==> config.mk <==
export PLATFORM = sky130hd
export DESIGN_NAME = lin_autobaud
export DESIGN_NICKNAME = d
export VERILOG_FILES = /design/src/rtl/lin_autobaud_pkg.sv /design/src/rtl/lin_rx_front.sv /design/src/rtl/lin_brk_det.sv /design/src/rtl/lin_hdr_fsm.sv /design/src/rtl/lin_autobaud.sv
export SDC_FILE = /design/constraint.sdc
export NUM_CORES = 1
export LEC_CHECK = 0
export BUFFER_PORTS_ARGS = -buffer_cell sky130_fd_sc_hd__clkbuf_2
export CAP_MARGIN = 20
export CORE_ASPECT_RATIO = 1.2
export CORE_UTILIZATION = 58
export CTS_CLUSTER_SIZE = 25
export DETAILED_ROUTE_END_ITERATION = 8
export HOLD_SLACK_MARGIN = 0.1
export PLACE_DENSITY = 0.81
export SKIP_LAST_GASP = 1
export SYNTH_ARGS = -nofsm -noshare
export SYNTH_HDL_FRONTEND = slang
export SYNTH_HIERARCHICAL = 1
export SYNTH_SLANG_ARGS = --single-unit
==> constraint.sdc <==
create_clock -name clk -period 5.13 [get_ports clk]
set_clock_uncertainty 0.1 [all_clocks]
set_input_delay 0.7695 -clock clk [delete_from_list [all_inputs] [get_ports clk]]
set_output_delay 0.7695 -clock clk [all_outputs]
set_load 0.05 [all_outputs]
==> src/rtl/lin_autobaud_pkg.sv <==
package lin_autobaud_pkg;

  typedef enum logic [2:0] {
    HS_IDLE,
    HS_DELIM,
    HS_SYNC,
    HS_IDWAIT,
    HS_IDRX
  } hdr_state_t;

  localparam logic [7:0] STAT_NONE  = 8'h00;
  localparam logic [7:0] STAT_ID_OK = 8'h2C;

  // falling edges inside the 0x55 character, 8 bit times apart end to end
  localparam int SYNC_FALLS = 5;
  localparam int SYNC_SHIFT = 3;

endpackage

==> src/rtl/lin_rx_front.sv <==
module lin_rx_front #(
  parameter int STAGES = 2
) (
  input  logic clk,
  input  logic rst,
  input  logic rx,
  output logic rx_q,
  output logic fall,
  output logic rise
);
  logic [STAGES-1:0] sync_r;
  logic              prev_r;

  generate
    for (genvar i = 0; i < STAGES; i++) begin : g_stage
      if (i == 0) begin : g_first
        always_ff @(posedge clk) begin
          if (rst) sync_r[0] <= 1'b1;
          else     sync_r[0] <= rx;
        end
      end else begin : g_next
        always_ff @(posedge clk) begin
          if (rst) sync_r[i] <= 1'b1;
          else     sync_r[i] <= sync_r[i-1];
        end
      end
    end
  endgenerate

  always_ff @(posedge clk) begin
    if (rst) prev_r <= 1'b1;
    else     prev_r <= sync_r[STAGES-1];
  end

  assign rx_q = sync_r[STAGES-1];
  assign fall = prev_r & ~sync_r[STAGES-1];
  assign rise = ~prev_r & sync_r[STAGES-1];
endmodule

==> src/rtl/lin_brk_det.sv <==
module lin_brk_det #(
  parameter int CNT_W    = 16,
  parameter int BT_W     = 12,
  parameter int BRK_BITS = 11
) (
  input  logic            clk,
  input  logic            rst,
  input  logic            rx_q,
  input  logic            rise,
  input  logic [BT_W-1:0] bit_time,
  output logic            brk_seen
);
  localparam logic [CNT_W-1:0] CNT_MAX = {CNT_W{1'b1}};

  logic [CNT_W-1:0] low_cnt;
  logic [CNT_W-1:0] limit;

  assign limit = CNT_W'(BRK_BITS) * CNT_W'(bit_time);

  always_ff @(posedge clk) begin
    if (rst)                   low_cnt <= '0;
    else if (!rx_q) begin
      if (low_cnt != CNT_MAX)  low_cnt <= low_cnt + 1'b1;
    end else                   low_cnt <= '0;
  end

  // low run has just ended: judge its length against the threshold
  assign brk_seen = rise && (low_cnt >= limit);
endmodule

==> src/rtl/lin_hdr_fsm.sv <==
module lin_hdr_fsm
  import lin_autobaud_pkg::*;
#(
  parameter int CNT_W  = 16,
  parameter int BT_W   = 12,
  parameter int MIN_BT = 4
) (
  input  logic            clk,
  input  logic            rst,
  input  logic            lin_en,
  input  logic            rx_q,
  input  logic            fall,
  input  logic            brk_seen,
  output logic            hdr_done,
  output logic [BT_W-1:0] meas_bt,
  output logic [7:0]      id_data
);
  localparam logic [BT_W-1:0]  EVEN_MASK = ~BT_W'(1);
  localparam logic [BT_W-1:0]  BT_TOP    = {BT_W{1'b1}} & EVEN_MASK;
  localparam logic [CNT_W-1:0] SPAN_MAX  = {CNT_W{1'b1}};
  localparam logic [CNT_W:0]   BT_TOP_W  = (CNT_W+1)'(BT_TOP);

  hdr_state_t       st;
  logic [CNT_W-1:0] span;
  logic [2:0]       falls;
  logic [BT_W-1:0]  tmr;
  logic [3:0]       bit_n;
  logic [7:0]       shreg;
  logic [CNT_W:0]   span_p1;
  logic [CNT_W:0]   rounded;
  logic [BT_W-1:0]  bt_calc;

  always_comb begin
    span_p1 = {1'b0, span} + 1'b1;
    rounded = (span_p1 + (CNT_W+1)'(4)) >> SYNC_SHIFT;
    if (rounded > BT_TOP_W) bt_calc = BT_TOP;
    else                    bt_calc = rounded[BT_W-1:0] & EVEN_MASK;
  end

  always_ff @(posedge clk) begin
    if (rst) begin
      st       <= HS_IDLE;
      span     <= '0;
      falls    <= '0;
      tmr      <= '0;
      bit_n    <= '0;
      shreg    <= '0;
      meas_bt  <= '0;
      hdr_done <= 1'b0;
    end else begin
      hdr_done <= 1'b0;
      if (!lin_en) begin
        st <= HS_IDLE;
      end else if (brk_seen) begin
        st <= HS_DELIM;
      end else begin
        case (st)
          HS_DELIM: begin
            if (fall) begin
              span  <= '0;
              falls <= 3'd1;
              st    <= HS_SYNC;
            end
          end
          HS_SYNC: begin
            if (span == SPAN_MAX) begin
              st <= HS_IDLE;
            end else begin
              span <= span + 1'b1;
              if (fall) begin
                if (falls == 3'(SYNC_FALLS - 1)) begin
                  meas_bt <= bt_calc;
                  st      <= (bt_calc < BT_W'(MIN_BT)) ? HS_IDLE : HS_IDWAIT;
                end else begin
                  falls <= falls + 1'b1;
                end
              end
            end
          end
          HS_IDWAIT: begin
            if (fall) begin
              tmr   <= meas_bt >> 1;
              bit_n <= '0;
              st    <= HS_IDRX;
            end
          end
          HS_IDRX: begin
            if (tmr == BT_W'(1)) begin
              tmr   <= meas_bt;
              bit_n <= bit_n + 1'b1;
              if (bit_n == 4'd0) begin
                if (rx_q) st <= HS_IDLE;
              end else if (bit_n < 4'd9) begin
                shreg <= {rx_q, shreg[7:1]};
              end else begin
                hdr_done <= rx_q;
                st       <= HS_IDLE;
              end
            end else begin
              tmr <= tmr - 1'b1;
            end
          end
          default: st <= HS_IDLE;
        endcase
      end
    end
  end

  assign id_data = shreg;
endmodule

==> src/rtl/lin_autobaud.sv <==
module lin_autobaud
  import lin_autobaud_pkg::*;
#(
  parameter int BT_W     = 12,
  parameter int CNT_W    = 16,
  parameter int BRK_BITS = 11,
  parameter int STAGES   = 2,
  parameter int MIN_BT   = 4,
  parameter int BT_INIT  = 16
) (
  input  logic            clk,
  input  logic            rst,
  input  logic            btm_mode,
  input  logic            rx,
  input  logic            bt_load,
  input  logic [BT_W-1:0] bt_load_val,
  input  logic            stat_rd,
  output logic [BT_W-1:0] bit_time,
  output logic [7:0]      status,
  output logic            irq,
  output logic [7:0]      id_byte
);
  localparam logic [BT_W-1:0] EVEN_MASK = ~BT_W'(1);
  localparam logic [BT_W-1:0] BT_RST    = BT_W'(BT_INIT) & EVEN_MASK;

  logic            rx_q, fall, rise, brk_seen, hdr_done;
  logic [BT_W-1:0] meas_bt;
  logic [7:0]      id_data;

  lin_rx_front #(.STAGES(STAGES)) u_front (
    .clk(clk), .rst(rst), .rx(rx), .rx_q(rx_q), .fall(fall), .rise(rise)
  );

  lin_brk_det #(.CNT_W(CNT_W), .BT_W(BT_W), .BRK_BITS(BRK_BITS)) u_brk (
    .clk(clk), .rst(rst), .rx_q(rx_q), .rise(rise),
    .bit_time(bit_time), .brk_seen(brk_seen)
  );

  lin_hdr_fsm #(.CNT_W(CNT_W), .BT_W(BT_W), .MIN_BT(MIN_BT)) u_fsm (
    .clk(clk), .rst(rst), .lin_en(!btm_mode), .rx_q(rx_q), .fall(fall),
    .brk_seen(brk_seen), .hdr_done(hdr_done), .meas_bt(meas_bt),
    .id_data(id_data)
  );

  always_ff @(posedge clk) begin
    if (rst) begin
      bit_time <= BT_RST;
      status   <= STAT_NONE;
      irq      <= 1'b0;
      id_byte  <= 8'h00;
    end else begin
      if (hdr_done) begin
        status   <= STAT_ID_OK;
        irq      <= 1'b1;
        bit_time <= meas_bt;
        id_byte  <= id_data;
      end else if (stat_rd) begin
        status <= STAT_NONE;
        irq    <= 1'b0;
      end
      if (btm_mode && bt_load) bit_time <= bt_load_val & EVEN_MASK;
    end
  end
endmodule

==> out/metrics.cfg, run 1 <==
[floorplan]
start_util = 0.604
die_h_um = 120
io-pin-count = 47
rows = 42
design.core.area_um2 = 11100
die-area_um2 = 12000
fp.dieW_um = 100

[route]
wirelength_um = 14300
drt_pass1_iterations = 7
viasPerCell = 5.85
drcViolationCount = 0
drt_iter0_drc = 360
ant_nets = 0
wl_per_cell_um = 15.2
vias = 5534

[layout]
fin_area_um2 = 7330
antennaDiodeCount = 0
nets = 866
syn2layout_area_growth_pct = 8.88
drive_above_1_share = 0.168

[placement]
pre_cts_slack_ns = 0.0357
placement.cell_area_um2 = 6920
numPortBuffers = 40
dp_hpwl_um = 10600
gp_routability_congestion = 0.883

[global_route]
grt-ovfl-total = 0
grt_use_total = 0.240
first_global_vias = 5176
grt_start_max_net_pins = 44
grt_pass1_wl_um = 23200
antenna_found_initial = 0

[logic_synthesis]
ys_warn_count = 6
synth_edf_count = 0
netlist_instances = 766
ys_ff_latch = 98
synth_ff_type = dfxtp_1
syn_area_um2 = 6730
synth_cell_types = 85
syn_area_per_cell_um2 = 8.79
ys_seq_area_frac = 0.291
synthArstFlopShare = 0

[timing]
hold_slack_ns = 0.311
final_hold_viol_count = 0
max_clock_freq_mhz = 203
slew_headroom = 0.398
setup_slack_ns = 0.199
maxSlewViolCount = 0
setup_viol = 0
period_share = 0.961
worst_pin_slew_ns = 0.901
min_period_ns = 4.93

[power]
power.density_nw_per_um2 = 239
p_sw_uw = 521
p_int_uw = 1230
power.total_uw = 1750
p_clk_frac = 0.386
power.share.combinational = 0.172
swShare = 0.297
p_leak_uw = 0.00298
ir_drop_mv = 0.162
pwr-share-seq = 0.443

[clock_network]
cts_tree = done
cts-buffers-inserted = 9
cts_buffer_depth = 2
clockRootBuffer = clkbuf_16
cts_num_sinks = 98
cts.reportedPaths.clkPinSlew_ns = 0.08
insertion_delay_ns = 0.36
h-tree-depth = 3

[worst_hold_path]
hold_depth = 1
min-delay-start = u_front/sync_r[0]
hold_end = u_front/rx_q
hp-class = register to register

[setup_path]
worstPathCellList = ha_1 -> fa_1 -> ha_1 -> o211ai_1 -> o21ai_2 -> buf_4 -> buf_4 -> a31oi_1 -> xor2_1 -> ha_1 -> a21o_1 -> nand3_1 -> a21oi_1 -> a31oi_1 -> a31oi_2 -> nand2b_4 -> or4_1 -> mux2i_1 -> nor2_1
startpoint = bit_time[3]
path_class = register to register
startpoint_type = register
critPathMaxStageDelay_ns = 0.77
r2r-start = bit_time[3]
crit_arrival_ns = 5.06
reg2reg_depth = 19
cp_max_fo = 8
reg2reg_to = u_fsm/id_data[7]
cp_common_cell = ha_1
worstPathRequired_ns = 5.26
cp_slowest_cell = or4_1
ff2ff_setup_slack_ns = 0.20
critPathCaptureType = register

[job]
max_cap_viol_count = 0

[run_status]
status = finished clean

==> synthesized netlist by cell type, types with 9 or more instances <==
| library cell | number | area [um^2] |
|---|---|---|
| dfxtp_1 | 98 | 1960 |
| nor2_1 | 88 | 330 |
| inv_1 | 59 | 221 |
| ha_1 | 52 | 651 |
| a21oi_1 | 35 | 175 |
| nand2_1 | 35 | 131 |
| mux2i_1 | 34 | 340 |
| xor2_1 | 29 | 254 |
| xnor2_1 | 23 | 201 |
| o21ai_0 | 22 | 110 |
| a211oi_1 | 21 | 158 |
| nor3_1 | 16 | 80.1 |
| buf_2 | 15 | 75.1 |
| clkbuf_1 | 15 | 56.3 |
| nand3_1 | 15 | 75.1 |
| buf_4 | 13 | 97.6 |
| nand4_1 | 11 | 68.8 |
| a221oi_2 | 10 | 150 |
| and3b_1 | 10 | 87.6 |
| nand2b_1 | 10 | 62.6 |
| fa_1 | 9 | 180 |
| nor2b_1 | 9 | 56.3 |
==> per-stage QoR <==
step           instances   util  TNS, ns
6_report             946  0.658        0
3_3_place_gp         925  0.621        0
2_1_floorplan        770      -        0
4_1_cts              941  0.649        0
3_5_place_dp         925  0.621        0
5_1_grt              946  0.658  -0.0200
==> cell families (layout without fill, tap and decap cells) <==
logic type,count (synthesis),in the layout,synth area share
flip-flops,98,98,0.291
multiplexers,34,34,0.0505
buffers and inverters,108,130,0.0760
AO/OA/AOI/OAI,151,151,0.170
AND/OR/NAND/NOR,260,260,0.220
adder cells (fa/ha/maj),61,61,0.123
XOR/XNOR,52,52,0.0676
other,2,6,0.00112
==> flip-flops by register name, summed over array words and instances, names as in the netlist, 3 cells and up <==
signal,cells
u_fsm/span,16
id_byte,8
u_fsm/meas_bt,11
u_fsm/tmr,12
bit_time,12
u_fsm/bit_n,4
u_brk/low_cnt,16
u_fsm/st,3
u_fsm/falls,3
u_fsm/id_data,8
==> worst max-delay path by stage <==
stage / to / cells after the start
5_1_grt: u_fsm/id_data[7] / 19
6_report: u_fsm/id_data[7] / 19
3_3_place_gp: u_fsm/falls[1] / 20
2_1_floorplan: u_fsm/meas_bt[3] / 18
3_5_place_dp: u_fsm/falls[1] / 19
4_1_cts: u_fsm/falls[1] / 20
==> worst max-delay path, delay by kind of cell (launching register included) <==
family / cells / cell delay (ns)
adder cells (fa/ha/maj): 4 / 1.46
buffers and inverters: 2 / 0.27
XOR/XNOR: 1 / 0.19
AO/OA/AOI/OAI: 7 / 1.10
AND/OR/NAND/NOR: 4 / 1.07
flip-flops: 1 / 0.35
multiplexers: 1 / 0.26
==> final cells by class <==
cell class,instances,area (um^2)
multi-input combinational,564,4330
sequential,98,1960
inverter,60,225
fill,903,3810
clock buffer,9,225
tap,154,193
timing repair buffer,54,318
clock inverter,7,72.6
==> power by group through the flow <==
stage | combinational [uW] | clock (uW) | sequential (uW)
2_1_floorplan | 209 | 0 | 811
3_3_place_gp | 272 | 0 | 793
3_5_place_dp | 283 | 0 | 793
4_1_cts | 284 | 688 | 776
5_1_grt | 335 | 725 | 777
6_report | 301 | 676 | 776
==> layer usage <==
metal  GRT usage  routed length, um  vias up
met5           0                  0        -
met4      0.0842                272        0
met3      0.0414                313       31
met2       0.446               7740       83
met1       0.270               6020     2686
li1            -                  -     2734
==> layout by cell type, fill, tap and decap left out, types with 5 or more instances in the layout <==
cell type	count
a211oi_1	21
a21o_1	5
a21oi_1	34
a221oi_2	10
and3b_1	10
buf_4	13
clkbuf_16	9
clkbuf_2	40
conb_1	6
dfxtp_1	96
fa_1	9
ha_1	50
inv_1	59
mux2i_1	34
nand2_1	35
nand2b_1	8
nand3_1	15
nand3b_1	6
nand4_1	11
nor2_1	88
nor2b_1	9
nor3_1	15
nor4_1	6
o211ai_1	8
o21ai_0	20
o21ai_1	5
xnor2_1	23
xor2_1	29
==> repair_timing <==
action	4_1_cts	5_1_grt
hold buffers	0	0
pin swaps	0	4
endpoints found under the setup margin	1	37
setup buffers	0	5
resized for setup	1	13
Power figures use the tool's default switching activity.
==> inputs of run 2 (changes only) <==
- CORE_MARGIN: not set -> 5
- TNS_END_PERCENT: not set -> 50
- clock period: 5.13 -> 4.57 ns (I/O delays scaled with it)
==> out/metrics.cfg, run 2 (synthesized netlist as in run 1, its figures left out) <==
[global_route]
grt_use_total = 0.231  ; -0.00915
grt_pass1_wl_um = 26200  ; +13%
grt-ovfl-total = 0  ; unchanged
grt_start_max_net_pins = 43  ; -2.3%
first_global_vias = 5743  ; +11%
antenna_found_initial = 0  ; unchanged

[clock_network]
cts-buffers-inserted = 9  ; unchanged
clockRootBuffer = clkbuf_16
cts_tree = done
cts_num_sinks = 98  ; unchanged
h-tree-depth = 3  ; unchanged
cts.reportedPaths.clkPinSlew_ns = 0.07  ; about the same
insertion_delay_ns = 0.35  ; about the same
cts_buffer_depth = 2  ; unchanged

[floorplan]
die_h_um = 128  ; +6.7%
rows = 43  ; +2.4%
io-pin-count = 47  ; unchanged
design.core.area_um2 = 11500  ; +2.9%
die-area_um2 = 13900  ; +15%
fp.dieW_um = 108  ; +8.0%
start_util = 0.588  ; -0.0168

[layout]
nets = 894  ; +3.2%
syn2layout_area_growth_pct = 15.6
reg_top3 = u_brk/low_cnt (16), u_fsm/span (16)
antennaDiodeCount = 0  ; unchanged
mostFrequentLayoutCell = nor2_1
layout_common_cells = nor2_1, dfxtp_1, inv_1
drive_above_1_share = 0.229  ; +0.0613

[route]
routed-wl-met2_um = 8450  ; +9.3%
wl_met3_um = 528  ; +69%
ant_nets = 0  ; unchanged
drcViolationCount = 0  ; unchanged
wl_met1_um = 6290  ; +4.4%
drt_iter0_drc = 334  ; -7.2%
highest_layer = met4
viasPerCell = 5.82  ; -0.44%
wirelength_um = 15700  ; +9.2%
drt_pass1_iterations = 5  ; -2
vias = 5690  ; +2.8%
wl_per_cell_um = 16.0  ; +5.8%

[placement]
gp_routability_congestion = 0.897  ; +1.6%
pre_cts_slack_ns = -0.246  ; -0.282 ns
dp_hpwl_um = 11300  ; +6.7%
numPortBuffers = 40  ; unchanged

[timing]
final_hold_viol_count = 0  ; unchanged
rsz0062_at_grt = true
tns_ns = -1.32  ; -1.32 ns
min_period_ns = 4.68  ; -0.256 ns
max_clock_freq_mhz = 214  ; +5.5%
slew_headroom = 0.320  ; -0.0783
period_share = 1.02  ; +0.0618
worst_pin_slew_ns = 1.02  ; +0.117 ns
maxSlewViolCount = 0  ; unchanged
setup_slack_ns = -0.105  ; -0.304 ns
setup_viol = 27  ; +27

[setup_path]
crit_arrival_ns = 4.84  ; -0.22 ns
worstPathRequired_ns = 4.73  ; -0.53 ns
worstPathCellList = ha_4 -> inv_2 -> fa_1 -> inv_2 -> ha_4 -> buf_4 -> a21oi_2 -> o21ai_2 -> o2111ai_2 -> nand2_2 -> a311oi_2 -> ha_1 -> nand4_1 -> nor2_1 -> a31oi_1 -> a31oi_1 -> nand2b_4 -> nand2b_4 -> or3_4 -> buf_12 -> a221oi_2
critPathTopFamily = compound AO/OA/AOI/OAI gates
critPathMaxStageDelay_ns = 0.49  ; -0.28 ns
critPathCaptureType = register
cp_num_buf_inv = 4  ; +2
path_class = register to register
startpoint_type = register
cp_slowest_cell = fa_1
cp_max_fo = 8  ; unchanged

[run_status]
status = finished, violations left
violations = negative setup slack

[power]
power.total_uw = 2160  ; +23%
p_leak_uw = 0.00319  ; +6.8%
power.density_nw_per_um2 = 277  ; +16%
ir_drop_mv = 0.167  ; +2.9%

[job]
max_cap_viol_count = 0  ; unchanged

[worst_hold_path]
hp-class = register to register

-- run 2: cell types whose count changed in the layout (fill, tap and decap cells not counted), moves of 3 or more --
cell	before	now
ha_4	1	5
bufinv_16	0	3
buf_4	13	36
dfxtp_2	2	10
dfxtp_1	96	86
inv_1	59	56
ha_1	50	47
inv_2	1	4
-- run 2: layout make-up --
class | instances | area [um^2]
Clock inverter | 7 | 115
Fill cell | 842 | 3680
Sequential cell | 98 | 1980
Multi-Input combinational cell | 564 | 4470
Tap cell | 157 | 196
Clock buffer | 9 | 225
Inverter | 60 | 225
Timing Repair Buffer | 82 | 568
-- run 2: per-layer routing --
metal,vias to the layer above,track usage
met5,-,0
met2,135,0.439
met4,0,0.0892
met3,43,0.0353
met1,2729,0.252
li1,2783,-
-- run 2: report_power, final --
group          leakage, uW  switching [uW]  internal [uW]
Clock             0.000170             339            536
Sequential        0.000796            8.84            862
Combinational      0.00222             236            175
Total              0.00319             584           1570
-- run 2: worst paths after layout --
check	depth (start not counted)	end	from	slack [ns]
worst min register to register	1	u_front/rx_q	u_front/sync_r[0]	0.31
worst min-delay path	1	u_front/rx_q	u_front/sync_r[0]	0.31
worst max-delay path	21	u_fsm/meas_bt[11]	bit_time[3]	-0.11
worst max register to register	21	u_fsm/meas_bt[11]	bit_time[3]	-0.11
-- run 2: through the flow --
step	utilization	hold slack, ns	std cells	area [um^2]
6_report	0.679	0.308	977	7780
5_1_grt	0.679	0.324	977	7780
4_1_cts	0.675	0.308	976	7730
3_3_place_gp	0.625	0.291	951	7160
2_1_floorplan	-	0.283	770	6780
3_5_place_dp	0.625	0.297	951	7160
-- run 2: repair_timing --
| item | 4_1_cts | 5_1_grt |
|---|---|---|
| pin swaps | 35 | 11 |
| endpoints found under the hold margin | 0 | 0 |
| resized for setup | 25 | 11 |
| setup buffers | 9 | 1 |
| hold buffers | 0 | 0 |
| gates cloned | 0 | 0 |
| setup endpoints to repair | 54 | 56 |
==> inputs of run 3 (changes only) <==
- CAP_MARGIN: 20 -> 0
- PLACE_DENSITY: 0.81 -> 0.77
==> out/metrics.cfg, run 3 (synthesized netlist as in run 1, its figures left out) <==
[run_status]
status = finished, violations left
violations = negative setup slack

[timing]
max_clock_freq_mhz = 217  ; +1.2%
final_hold_viol_count = 0  ; unchanged
hold_slack_ns = 0.309  ; +0.00167 ns
slew_headroom = 0.313  ; -0.00669
period_share = 1.01  ; -0.0126
maxSlewViolCount = 0  ; unchanged
setup_viol = 10  ; -63%
tns_ns = -0.173  ; +1.15 ns
worst_pin_slew_ns = 1.03  ; +0.0100 ns
min_period_ns = 4.62  ; -0.0575 ns
setup_slack_ns = -0.0479  ; +0.0575 ns
rsz0062_at_grt = true

[setup_path]
worstPathCellList = buf_6 -> ha_4 -> fa_2 -> ha_4 -> o211ai_1 -> o21ai_2 -> buf_4 -> buf_4 -> a31oi_4 -> xor2_1 -> ha_1 -> a21o_1 -> nand3_1 -> a21oi_1 -> a31oi_2 -> a31oi_2 -> nand2b_4 -> nand2b_4 -> or3_4 -> buf_12 -> a221oi_2
critPathCaptureType = register
critPathMaxStageDelay_ns = 0.56  ; +0.07 ns
cp_slowest_cell = fa_2
path_class = register to register
cp_max_fo = 8  ; unchanged
reg2reg_depth = 21  ; unchanged
crit_arrival_ns = 4.77  ; -0.07 ns
startpoint_type = register
worstPathRequired_ns = 4.72  ; about the same

[floorplan]
die_h_um = 128  ; unchanged
rows = 43  ; unchanged
die-area_um2 = 13900  ; unchanged
start_util = 0.588  ; unchanged
design.core.area_um2 = 11500  ; unchanged
fp.dieW_um = 108  ; unchanged
io-pin-count = 47  ; unchanged

[route]
vias = 5680  ; -0.18%
drt_pass1_iterations = 5  ; unchanged
ant_nets = 0  ; unchanged
drt_iter0_drc = 372  ; +11%
wirelength_um = 15400  ; -2.0%
viasPerCell = 5.80  ; -0.38%
wl_per_cell_um = 15.7  ; -2.2%
drcViolationCount = 0  ; unchanged

[worst_hold_path]
hold_depth = 1  ; unchanged
hp-class = register to register

[placement]
placement.cell_area_um2 = 7180  ; +0.21%
gp_routability_congestion = 0.871  ; -2.9%
numPortBuffers = 40  ; unchanged
pre_cts_slack_ns = -0.230  ; +0.0163 ns
dp_hpwl_um = 10800  ; -4.4%

[global_route]
grt_use_total = 0.221  ; -0.00939
grt-ovfl-total = 0  ; unchanged
first_global_vias = 5674  ; -1.2%
grt_start_max_net_pins = 36  ; -16%
grt_pass1_wl_um = 25400  ; -3.2%
antenna_found_initial = 0  ; unchanged

[clock_network]
cts_num_sinks = 98  ; unchanged
clockRootBuffer = clkbuf_16
cts_buffer_depth = 2  ; unchanged
cts.reportedPaths.clkPinSlew_ns = 0.07  ; about the same
h-tree-depth = 3  ; unchanged
cts-buffers-inserted = 9  ; unchanged
insertion_delay_ns = 0.35  ; about the same
cts_tree = done

[layout]
antennaDiodeCount = 0  ; unchanged
fill_cells = 853  ; +1.3%
mostFrequentLayoutCell = nor2_1
layout_common_cells = nor2_1, dfxtp_1, inv_1
drive_above_1_share = 0.262  ; +0.0323
reg_top3 = u_brk/low_cnt (16), u_fsm/span (16)
fin_area_um2 = 8010  ; +3.0%
nets = 896  ; +0.22%
syn2layout_area_growth_pct = 19.0

[power]
p_clk_frac = 0.410  ; +0.004
p_leak_uw = 0.00320  ; +0.36%
ir_drop_mv = 0.161  ; -3.4%
swShare = 0.266  ; -0.00520
p_int_uw = 1620  ; +3.1%
p_sw_uw = 587  ; +0.36%
power.density_nw_per_um2 = 275  ; -0.61%
power.share.combinational = 0.196  ; +0.005
pwr-share-seq = 0.395  ; -0.009

[job]
max_cap_viol_count = 0  ; unchanged

## run 3: cell count changes in the layout (fill, tap and decap cells not counted), sizes merged
| cell | change |
|---|---|
| clkbuf | +2 |
| inv | -1 |
| buf | +1 |
## run 3: final timing paths
path                           from                to  slack, ns
hold / removal    u_front/sync_r[0]      u_front/rx_q       0.31
hold reg to reg   u_front/sync_r[0]      u_front/rx_q       0.31
setup reg to reg        bit_time[2]  u_fsm/meas_bt[3]      -0.05
setup / recovery        bit_time[2]  u_fsm/meas_bt[3]      -0.05
## run 3: worst max-delay path: cells and delay by family, from the launching register on
kind,cells,cell delay (ns)
AND/OR/NAND/NOR,4,0.84
adder cells (fa/ha/maj),4,1.19
buffers and inverters,4,0.55
XOR/XNOR,1,0.19
flip-flops,1,0.37
AO/OA/AOI/OAI,8,1.28
## run 3: cell type report
type | count | area [um^2] | share of cell area
Sequential cell | 98 | 1990 | 0.248
Clock buffer | 10 | 250 | 0.0312
Timing Repair Buffer | 84 | 613 | 0.0765
Multi-Input combinational cell | 564 | 4630 | 0.578
Inverter | 60 | 225 | 0.0281
Tap cell | 157 | 196 | 0.0245
Clock inverter | 6 | 109 | 0.0136
## run 3: metrics by stage
step                power [uW]  cells   util
global placement          1230    953  0.626
CTS                       2180    975  0.678
finish                    2210    979  0.699
detailed placement        1240    953  0.626
global route              2310    979  0.699
floorplan                 1150    770      -
## run 3: repair_timing
item	in CTS	in global routing
endpoints found under the hold margin	0	0
resized for setup	33	39
hold buffers	0	0
setup buffers	6	4
pin swaps	34	35
setup endpoints to repair	53	55
gates cloned	0	1
## run 3: power groups by stage
stage	logic [uW]	registers (uW)	clock network, uW
finish	432	871	904
global placement	342	890	0
CTS	390	871	920
floorplan	236	912	0
detailed placement	355	890	0
global route	476	872	959
## run 3: metal layers
metal	routed length [um]	vias up	GRT usage
li1	-	2798	-
met1	6150	2733	0.246
met2	8290	112	0.411
met3	482	37	0.0403
met4	427	0	0.0877
met5	0	-	0
